## src/rtl/sar_ctrl.sv

```systemverilog
module sar_ctrl #(
  parameter int W = 8
) (
  input  logic         clk,
  input  logic         rst,
  input  logic         en_n,
  input  logic         go_n,
  input  logic         cmp_hi,
  output logic [W-1:0] trial,
  output logic         done_n,
  output logic         cap_strobe,
  output logic [W-1:0] result
);
  localparam int PW = (W > 1) ? $clog2(W) : 1;
  localparam logic [PW-1:0] TOP = PW'(W - 1);
  localparam logic [W-1:0] SEED = {1'b1, {(W-1){1'b0}}};

  logic          busy;
  logic          fresh;
  logic [PW-1:0] pos;
  logic [W-1:0]  decided;

  always_comb begin
    decided = trial;
    decided[pos] = cmp_hi;
    if (pos != '0) decided[pos - PW'(1)] = 1'b1;
  end

  assign cap_strobe = fresh & ~done_n;

  always_ff @(posedge clk) begin
    if (rst) begin
      trial  <= '0;
      result <= '0;
      busy   <= 1'b0;
      fresh  <= 1'b0;
      done_n <= 1'b1;
      pos    <= TOP;
    end else if (!en_n) begin
      fresh <= 1'b0;
      if (cap_strobe) result <= trial;
      if (!go_n) begin
        trial  <= SEED;
        pos    <= TOP;
        busy   <= 1'b1;
        done_n <= 1'b1;
      end else if (busy) begin
        trial <= decided;
        if (pos == '0) begin
          busy   <= 1'b0;
          done_n <= 1'b0;
          fresh  <= 1'b1;
        end else begin
          pos <= pos - PW'(1);
        end
      end
    end
  end
endmodule


```

## config.mk

```make
export PLATFORM = sky130hd
export DESIGN_NAME = sar_ctrl
export DESIGN_NICKNAME = d
export VERILOG_FILES = /design/src/rtl/sar_ctrl.sv
export SDC_FILE = /design/constraint.sdc
export NUM_CORES = 1
export LEC_CHECK = 0
export BUFFER_PORTS_ARGS = -buffer_cell sky130_fd_sc_hd__buf_2
export CORE_UTILIZATION = 50
export DETAILED_ROUTE_END_ITERATION = 7
export GPL_TIMING_DRIVEN = 0
export HOLD_SLACK_MARGIN = 0.06
export PLACE_DENSITY_LB_ADDON = 0.15
export RECOVER_POWER = 50
export SLEW_MARGIN = 20
export SYNTH_ARGS = -nofsm -noshare
export SYNTH_HDL_FRONTEND = slang
export SYNTH_SLANG_ARGS = --single-unit
```

## constraint.sdc

```tcl
create_clock -name clk -period 2.5 [get_ports clk]
set_input_delay 0.375 -clock clk [delete_from_list [all_inputs] [get_ports clk]]
set_output_delay 0.375 -clock clk [all_outputs]
set_load 0.01 [all_outputs]
```

==> out/metrics.cfg, run 1 <==
[run_status]
status=completed

[global_routing]
grt_max_degree=14
antenna_found_initial=0
grt_usage=0.203
gr-total-overflow=0
grt_pass1_vias=878
grt_pass1_wl_mm=3.86

[clock_network]
ctsHoldBuffers=0
clk_pin_slew_ns=0.13
cts_made_buffers=3
cts_tree=done
clock_path_buffers=2
h-tree-depth=1
clock_sinks=22
root_buffer=clkbuf_4
postCtsSetupBuffers=0
cts_resized=0
clock_latency_ns=0.32

[critical_path]
worstPathArrival_ns=1.93
endpoint_kind=flip-flop
critPathKind=reg2reg
path_max_fanout=8
start_kind=flip-flop
r2r-start=pos[1]$_SDFFE_PP1P_
startpoint=pos[1]$_SDFFE_PP1P_
required_ns=2.73

[floorplanning]
core-area_um2=2190
start_util=0.529
die_y_um=50.2
die_area_um2=2520
core.rowCount=17
die_w_um=50.2
ios=23

[sta]
min_period_ns=1.69
rsz0062_at_grt=no
finalSetupTns_ns=0
hold_violations=0
tightest_slew_ns=0.564
setup_viol=0
skew_ns=0.00286
relSlewSlack=0.624
post-route-period-util=0.678
fmaxAchievable_mhz=590
final_max_slew_viol_count=0

[drt]
ant_nets=0
wire_per_inst_um=13.9
wl_mm=2.40
via_per_inst=5.74
drt_iter0_drc=13
num_vias=987
drc=0
firstDrtPassIters=4

[yosys]
avgSynthCellArea_um2=9.75
synth-seq-cells=22
synthArstFlopShare=0
synthFlopType=dfxtp_1
synth_area_leader_cell=dfxtp_1
synth_area_leaders=dfxtp_1 (38%), mux2i_1 (11%), buf_6 (4.9%), nand2_1 (3.2%), nor2_1 (3.2%)
syn_nets=126
yosysWarningCount=0
yosysUniqueCellTypes=40
synth_edf_count=0
ys_seq_area_frac=0.380
yosysMostFrequentCell=dfxtp_1
synth_top_area_share=0.380
netlist_area_um2=1160
synth_common_cells=dfxtp_1 (22), mux2i_1 (13), nand2_1 (10), nor2_1 (10), nor2b_1 (6)
syn-instance-count=119

[pwr]
peakVddDrop_mv=0.520
p_total_uw=680
leakagePower_nw=0.517
p_per_area_nw_per_um2=512

[hold_path]
hold_path.class=in2reg
min_from=rst

[final_layout]
final_util=0.606
n_antenna_cell=0
drive_gt1_frac=0.153
syn2layout_area_growth_pct=14.5
final_cells=172
n_fill_cell=214
layout.nets=152

[placement]
dp_hpwl_mm=1.68
io_buffers=21
place_inst=168
finalWeightedCongestion=0.819

[job]
drv_cap=0

==> metrics by stage <==
step	worst slack (ns)	hold slack, ns	instance area [um^2]
4_1_cts	0.812	0.299	1350
5_1_grt	0.760	0.299	1330
2_1_floorplan	1.02	0.446	1160
6_report	0.806	0.295	1330
3_3_place_gp	0.829	0.468	1300
3_5_place_dp	0.838	0.479	1300
==> per-layer routing <==
| layer | global-route usage | up-vias | part of all wire |
|---|---|---|---|
| li1 | - | 485 | - |
| met1 | 0.268 | 474 | 0.50 |
| met2 | 0.331 | 24 | 0.45 |
| met3 | 0.0364 | 4 | 0.039 |
| met4 | 0.0714 | 0 | 0.014 |
| met5 | 0 | - | 0 |
==> final cells by class <==
type | instances | area, um^2 | area share
plain buffers | 7 | 63.8 | 0.0481
clock buffers | 3 | 22.5 | 0.0170
clock inverters | 1 | 30.0 | 0.0226
inverters | 4 | 17.5 | 0.0132
multi-input cells | 86 | 634 | 0.478
flip-flops and latches | 22 | 440 | 0.332
well taps | 28 | 35.0 | 0.0264
repair buffers | 21 | 83.8 | 0.0631
==> flip-flops by register name, summed over array words and instances (netlist names) <==
| name | cells |
|---|---|
| result | 8 |
| trial | 8 |
| pos | 3 |
| busy | 1 |
| done_n | 1 |
| fresh | 1 |
==> kinds of logic (layout without fill, tap and decap cells) <==
| family | count (synthesis) | in the layout | share of synthesized area |
|---|---|---|---|
| AOI/OAI and AO/OA | 25 | 25 | 0.161 |
| adders and majority gates | 2 | 2 | 0.0216 |
| buffers and inverters | 11 | 36 | 0.0734 |
| DFF | 22 | 22 | 0.380 |
| muxes | 15 | 15 | 0.138 |
| and+or+nand+nor | 44 | 44 | 0.227 |
==> critical path, cell delays in order, from the launching register on <==
cell and delay [ns]:
dfxtp_1 0.35, buf_6 0.16, inv_4 0.06, ha_1 0.22, nor3b_1 0.15, a21oi_1 0.31, o311ai_1 0.13, a31o_1 0.23
==> where the power goes <==
group	internal (mW)	leakage, nW	switching [mW]	total [mW]
Sequential	0.354	0.178	0.00325	0.357
Clock	0.162	0.0279	0.119	0.281
Combinational	0.0154	0.311	0.0262	0.0415
Total	0.532	0.517	0.148	0.680
==> path summary, 6_finish.rpt <==
check | to | slack, ns | depth (start not counted)
hold / removal | pos[2]$_SDFFE_PP1P_ | 0.29 | 2
setup / recovery | trial[7]$_SDFFE_PP0P_ | 0.81 | 7
hold reg to reg | done_n$_SDFFE_PP1P_ | 0.51 | 2
setup reg to reg | trial[7]$_SDFFE_PP0P_ | 0.81 | 7
==> layout by cell type, fill, tap and decap left out, drive strengths merged, types with 3 or more instances in the layout <==
| cell | instances |
|---|---|
| dfxtp | 22 |
| clkbuf | 22 |
| mux2i | 13 |
| nor2 | 10 |
| nand2 | 10 |
| buf | 9 |
| nor3 | 7 |
| nor2b | 6 |
| a21oi | 4 |
| inv | 4 |
| a21o | 3 |
| a221o | 3 |
| nand3 | 3 |
(Power assumes the default switching activity.)
==> run 2: changes to the inputs <==
clock period = 1.8 ns   (was 2.5 ns; I/O delays follow)
==> out/metrics.cfg, run 2 (synthesis gave the netlist of run 1 again) <==
[global_routing]
grt_pass1_wl_mm=3.86  ; unchanged
grt_pass1_vias=878  ; unchanged
gr-total-overflow=0  ; unchanged
grt_usage=0.203  ; unchanged
grt_max_degree=14  ; unchanged
antenna_found_initial=0  ; unchanged

[clock_network]
ctsHoldBuffers=0  ; unchanged
postCtsSetupBuffers=0  ; unchanged
cts_resized=0  ; unchanged
root_buffer=clkbuf_4
clock_latency_ns=0.32  ; about the same
cts_made_buffers=3  ; unchanged
h-tree-depth=1  ; unchanged
clock_path_buffers=2  ; unchanged
clk_pin_slew_ns=0.13  ; about the same
cts_tree=done
clock_sinks=22  ; unchanged

[sta]
rsz0062_at_grt=no
finalSetupTns_ns=0  ; unchanged
post-route-period-util=0.941  ; +0.264
fmaxAchievable_mhz=590  ; about the same
skew_ns=0.00267  ; -0.000190 ns
setup_viol=0  ; unchanged
hold_violations=0  ; unchanged
final_max_slew_viol_count=0  ; unchanged
relSlewSlack=0.624  ; unchanged
tightest_slew_ns=0.564  ; unchanged
min_period_ns=1.69  ; +0.0000150 ns

[floorplanning]
ios=23  ; unchanged
die_area_um2=2520  ; unchanged
start_util=0.529  ; unchanged
core.rowCount=17  ; unchanged
die_w_um=50.2  ; unchanged
core-area_um2=2190  ; unchanged
die_y_um=50.2  ; unchanged

[run_status]
status=completed

[critical_path]
critPathKind=reg2reg
r2r_cells=7  ; unchanged
r2r_slack_ns=0.11  ; -0.70 ns
cp_num_buf_inv=2  ; unchanged
r2r-end=trial[7]$_SDFFE_PP0P_
max_stage_delay_ns=0.35  ; about the same
critPathSlowestCell=dfxtp_1
path_cells=buf_6 -> inv_4 -> ha_1 -> nor3b_1 -> a21oi_1 -> o311ai_1 -> a31o_1
path_max_fanout=8  ; unchanged
start_kind=flip-flop
critical_path.top_delay_family=compound AO/OA/AOI/OAI gates
worstPathArrival_ns=1.93  ; about the same
required_ns=2.03  ; -0.70 ns
endpoint_kind=flip-flop
r2r-start=pos[1]$_SDFFE_PP1P_

[final_layout]
n_antenna_cell=0  ; unchanged
drive_gt1_frac=0.146  ; -0.00694
syn2layout_area_growth_pct=14.3  ; about the same
design_area_um2=1330  ; about the same
final_cell_mix=dfxtp_1 (22), clkbuf_1 (20), mux2i_1 (13)
layout.nets=152  ; unchanged
reg_top3=result (8), trial (8), pos (3)
n_fill_cell=215  ; +0.47%
final_common_cell=dfxtp_1
final_cells=172  ; unchanged

[placement]
placed_area_um2=1300  ; unchanged
place_inst=168  ; unchanged
io_buffers=21  ; unchanged
finalWeightedCongestion=0.819  ; unchanged
dp_hpwl_mm=1.68  ; unchanged

[hold_path]
min_to=pos[2]$_SDFFE_PP1P_
min_from=rst
hold_path.class=in2reg
whs_path_depth=2  ; unchanged

[drt]
via_per_inst=5.74  ; unchanged
drt_iter0_drc=13  ; unchanged
num_vias=987  ; unchanged
drc=0  ; unchanged
ant_nets=0  ; unchanged
firstDrtPassIters=4  ; unchanged
wl_mm=2.40  ; about the same
wire_per_inst_um=13.9  ; about the same

[pwr]
leakagePower_nw=0.512  ; -0.86%
p_per_area_nw_per_um2=712  ; +39%
peakVddDrop_mv=0.722  ; +39%

[job]
drv_cap=0  ; unchanged

run 2: where the power goes:
group	switching [mW]	internal [mW]
logic	0.0364	0.0214
clock network	0.165	0.225
registers	0.00451	0.492
total	0.206	0.738
run 2: final cells by class:
class                   instances  area (um^2)  area share
plain buffers                   7         63.8      0.0481
flip-flops and latches         22          440       0.332
inverters                       4         17.5      0.0132
well taps                      28         35.0      0.0264
multi-input cells              86          634       0.478
repair buffers                 21         82.6      0.0623
clock inverters                 1         30.0      0.0226
clock buffers                   3         22.5      0.0170
run 2: how the worst max path moves through the flow:
| stage | cells after the start | end | slack [ns] | start |
|---|---|---|---|---|
| final | 7 | trial[7]$_SDFFE_PP0P_ | 0.11 | pos[1]$_SDFFE_PP1P_ |
| after global routing | 7 | trial[6]$_SDFFE_PP0P_ | 0.06 | pos[1]$_SDFFE_PP1P_ |
| after CTS | 7 | trial[7]$_SDFFE_PP0P_ | 0.11 | pos[1]$_SDFFE_PP1P_ |
| after detailed placement | 7 | trial[6]$_SDFFE_PP0P_ | 0.14 | pos[1]$_SDFFE_PP1P_ |
| after global placement | 7 | trial[7]$_SDFFE_PP0P_ | 0.13 | pos[1]$_SDFFE_PP1P_ |
| after floorplan | 7 | trial[6]$_SDFFE_PP0P_ | 0.32 | pos[1]$_SDFFE_PP1P_ |
run 2: through the flow:
step	hold slack, ns	setup slack, ns	util	power, mW
global placement	0.468	0.129	0.593	0.563
finish	0.189	0.106	0.605	0.944
floorplan	0.375	0.317	-	0.544
global route	0.194	0.0603	0.605	0.967
CTS	0.194	0.112	0.617	0.945
detailed placement	0.479	0.138	0.593	0.565
run 2: metal layers:
layer / share of wire / global-route usage
met5: 0 / 0
met4: 0.014 / 0.0714
met3: 0.038 / 0.0364
met2: 0.45 / 0.331
met1: 0.50 / 0.268
==> run 3: changes to the inputs <==
SETUP_SLACK_MARGIN = 0.3   (was unset)
==> out/metrics.cfg, run 3 (synthesis gave the netlist of run 1 again) <==
[run_status]
status=completed

[final_layout]
layout.nets=154  ; +1.3%
reg_top3=result (8), trial (8), pos (3)
final_cell_mix=dfxtp_1 (21), clkbuf_1 (19), mux2i_1 (13)
final_common_cell=dfxtp_1
syn2layout_area_growth_pct=18.9
n_antenna_cell=0  ; unchanged
drive_gt1_frac=0.205  ; +0.0596

[sta]
finalSetupTns_ns=0  ; unchanged
setup_viol=0  ; unchanged
tightest_slew_ns=0.452  ; -0.112 ns
post-route-period-util=0.847  ; -0.0941
skew_ns=0.00371  ; +0.00104 ns
fmaxAchievable_mhz=656  ; +11%
rsz0062_at_grt=no
final_max_slew_viol_count=0  ; unchanged
min_period_ns=1.52  ; -0.169 ns
hold_violations=0  ; unchanged
relSlewSlack=0.698  ; +0.0746

[drt]
via_per_inst=5.80  ; +1.2%
firstDrtPassIters=4  ; unchanged
drc=0  ; unchanged
drt_iter0_drc=17  ; +4
wl_mm=2.55  ; +6.3%
wire_per_inst_um=14.6  ; +5.0%
ant_nets=0  ; unchanged
num_vias=1010  ; +2.3%

[floorplanning]
die_area_um2=2520  ; unchanged
core.rowCount=17  ; unchanged
start_util=0.529  ; unchanged
die_w_um=50.2  ; unchanged
core-area_um2=2190  ; unchanged
ios=23  ; unchanged
die_y_um=50.2  ; unchanged

[clock_network]
ctsHoldBuffers=0  ; unchanged
clock_sinks=22  ; unchanged
clk_pin_slew_ns=0.13  ; about the same
clock_latency_ns=0.31  ; about the same
cts_made_buffers=3  ; unchanged
h-tree-depth=1  ; unchanged
clock_path_buffers=2  ; unchanged
cts_tree=done
root_buffer=clkbuf_4

[pwr]
p_total_uw=941  ; -0.33%
p_per_area_nw_per_um2=683  ; -4.1%
peakVddDrop_mv=0.720  ; -0.21%
leakagePower_nw=0.522  ; +2.0%

[global_routing]
grt_pass1_vias=896  ; +2.1%
grt_max_degree=14  ; unchanged
grt_usage=0.208  ; +0.00449
grt_pass1_wl_mm=3.95  ; +2.1%
antenna_found_initial=0  ; unchanged
gr-total-overflow=0  ; unchanged

[critical_path]
max_stage_delay_ns=0.33  ; -0.02 ns
start_kind=flip-flop
critPathSlowestCell=dfxtp_1
required_ns=2.02  ; about the same
path_max_fanout=5  ; -3
critPathKind=reg2reg
worstPathArrival_ns=1.74  ; -0.19 ns
endpoint_kind=flip-flop
path_cells=buf_6 -> inv_4 -> ha_1 -> nor3_2 -> a21oi_2 -> nor3_1 -> a221o_1

[placement]
finalWeightedCongestion=0.819  ; unchanged
io_buffers=21  ; unchanged
dp_hpwl_mm=1.68  ; unchanged

[job]
drv_cap=0  ; unchanged

[hold_path]
hold_path.class=in2reg

run 3: layout make-up:
class | count | area (um^2)
fillers | 203 | 812
multi-input cells | 86 | 664
flip-flops and latches | 22 | 442
repair buffers | 23 | 97.6
plain buffers | 7 | 67.6
well taps | 28 | 35.0
clock inverters | 1 | 30.0
clock buffers | 3 | 22.5
inverters | 4 | 20.0
run 3: final timing paths:
kind / startpoint / end / slack (ns) / cells after the start
worst min register to register: result[4]$_SDFFE_PP0P_ / result[4]$_SDFFE_PP0P_ / 0.51 / 2
worst max register to register: pos[1]$_SDFFE_PP1P_ / trial[2]$_SDFFE_PP0P_ / 0.28 / 7
worst min-delay path: en_n / done_n$_SDFFE_PP1P_ / 0.20 / 2
worst max-delay path: pos[1]$_SDFFE_PP1P_ / trial[2]$_SDFFE_PP0P_ / 0.28 / 7
run 3: what timing repair did:
action,CTS,global route
gates resized for setup,5,5
setup endpoints to repair,7,4
setup buffers,1,1
run 3: metal layers:
| metal | part of all wire | track usage | vias up |
|---|---|---|---|
| met5 | 0 | 0 | - |
| met1 | 0.48 | 0.277 | 479 |
| met2 | 0.46 | 0.336 | 36 |
| met4 | 0.013 | 0.0714 | 0 |
| li1 | - | - | 491 |
| met3 | 0.045 | 0.0364 | 4 |
run 3: worst max-delay path, delay by kind of cell (launching register included):
kind            cells  cell delay [ns]
fa+ha+maj           1             0.25
simple gates        2             0.16
buf+inv             2             0.18
flops               1             0.33
compound gates      2             0.49
run 3: metrics by stage:
| stage | hold WS, ns | setup slack (ns) | std cells | cell area, um^2 | utilization |
|---|---|---|---|---|---|
| 2_1_floorplan | 0.375 | 0.317 | 119 | 1160 | - |
| 3_3_place_gp | 0.468 | 0.129 | 168 | 1300 | 0.593 |
| 4_1_cts | 0.194 | 0.327 | 173 | 1380 | 0.628 |
| 5_1_grt | 0.194 | 0.205 | 174 | 1380 | 0.629 |
| 6_report | 0.197 | 0.275 | 174 | 1380 | 0.629 |
| 3_5_place_dp | 0.479 | 0.138 | 168 | 1300 | 0.593 |
run 3: where the power goes:
group          switching (mW)  internal, mW
combinational          0.0371        0.0216
sequential            0.00474         0.492
clock                   0.161         0.225
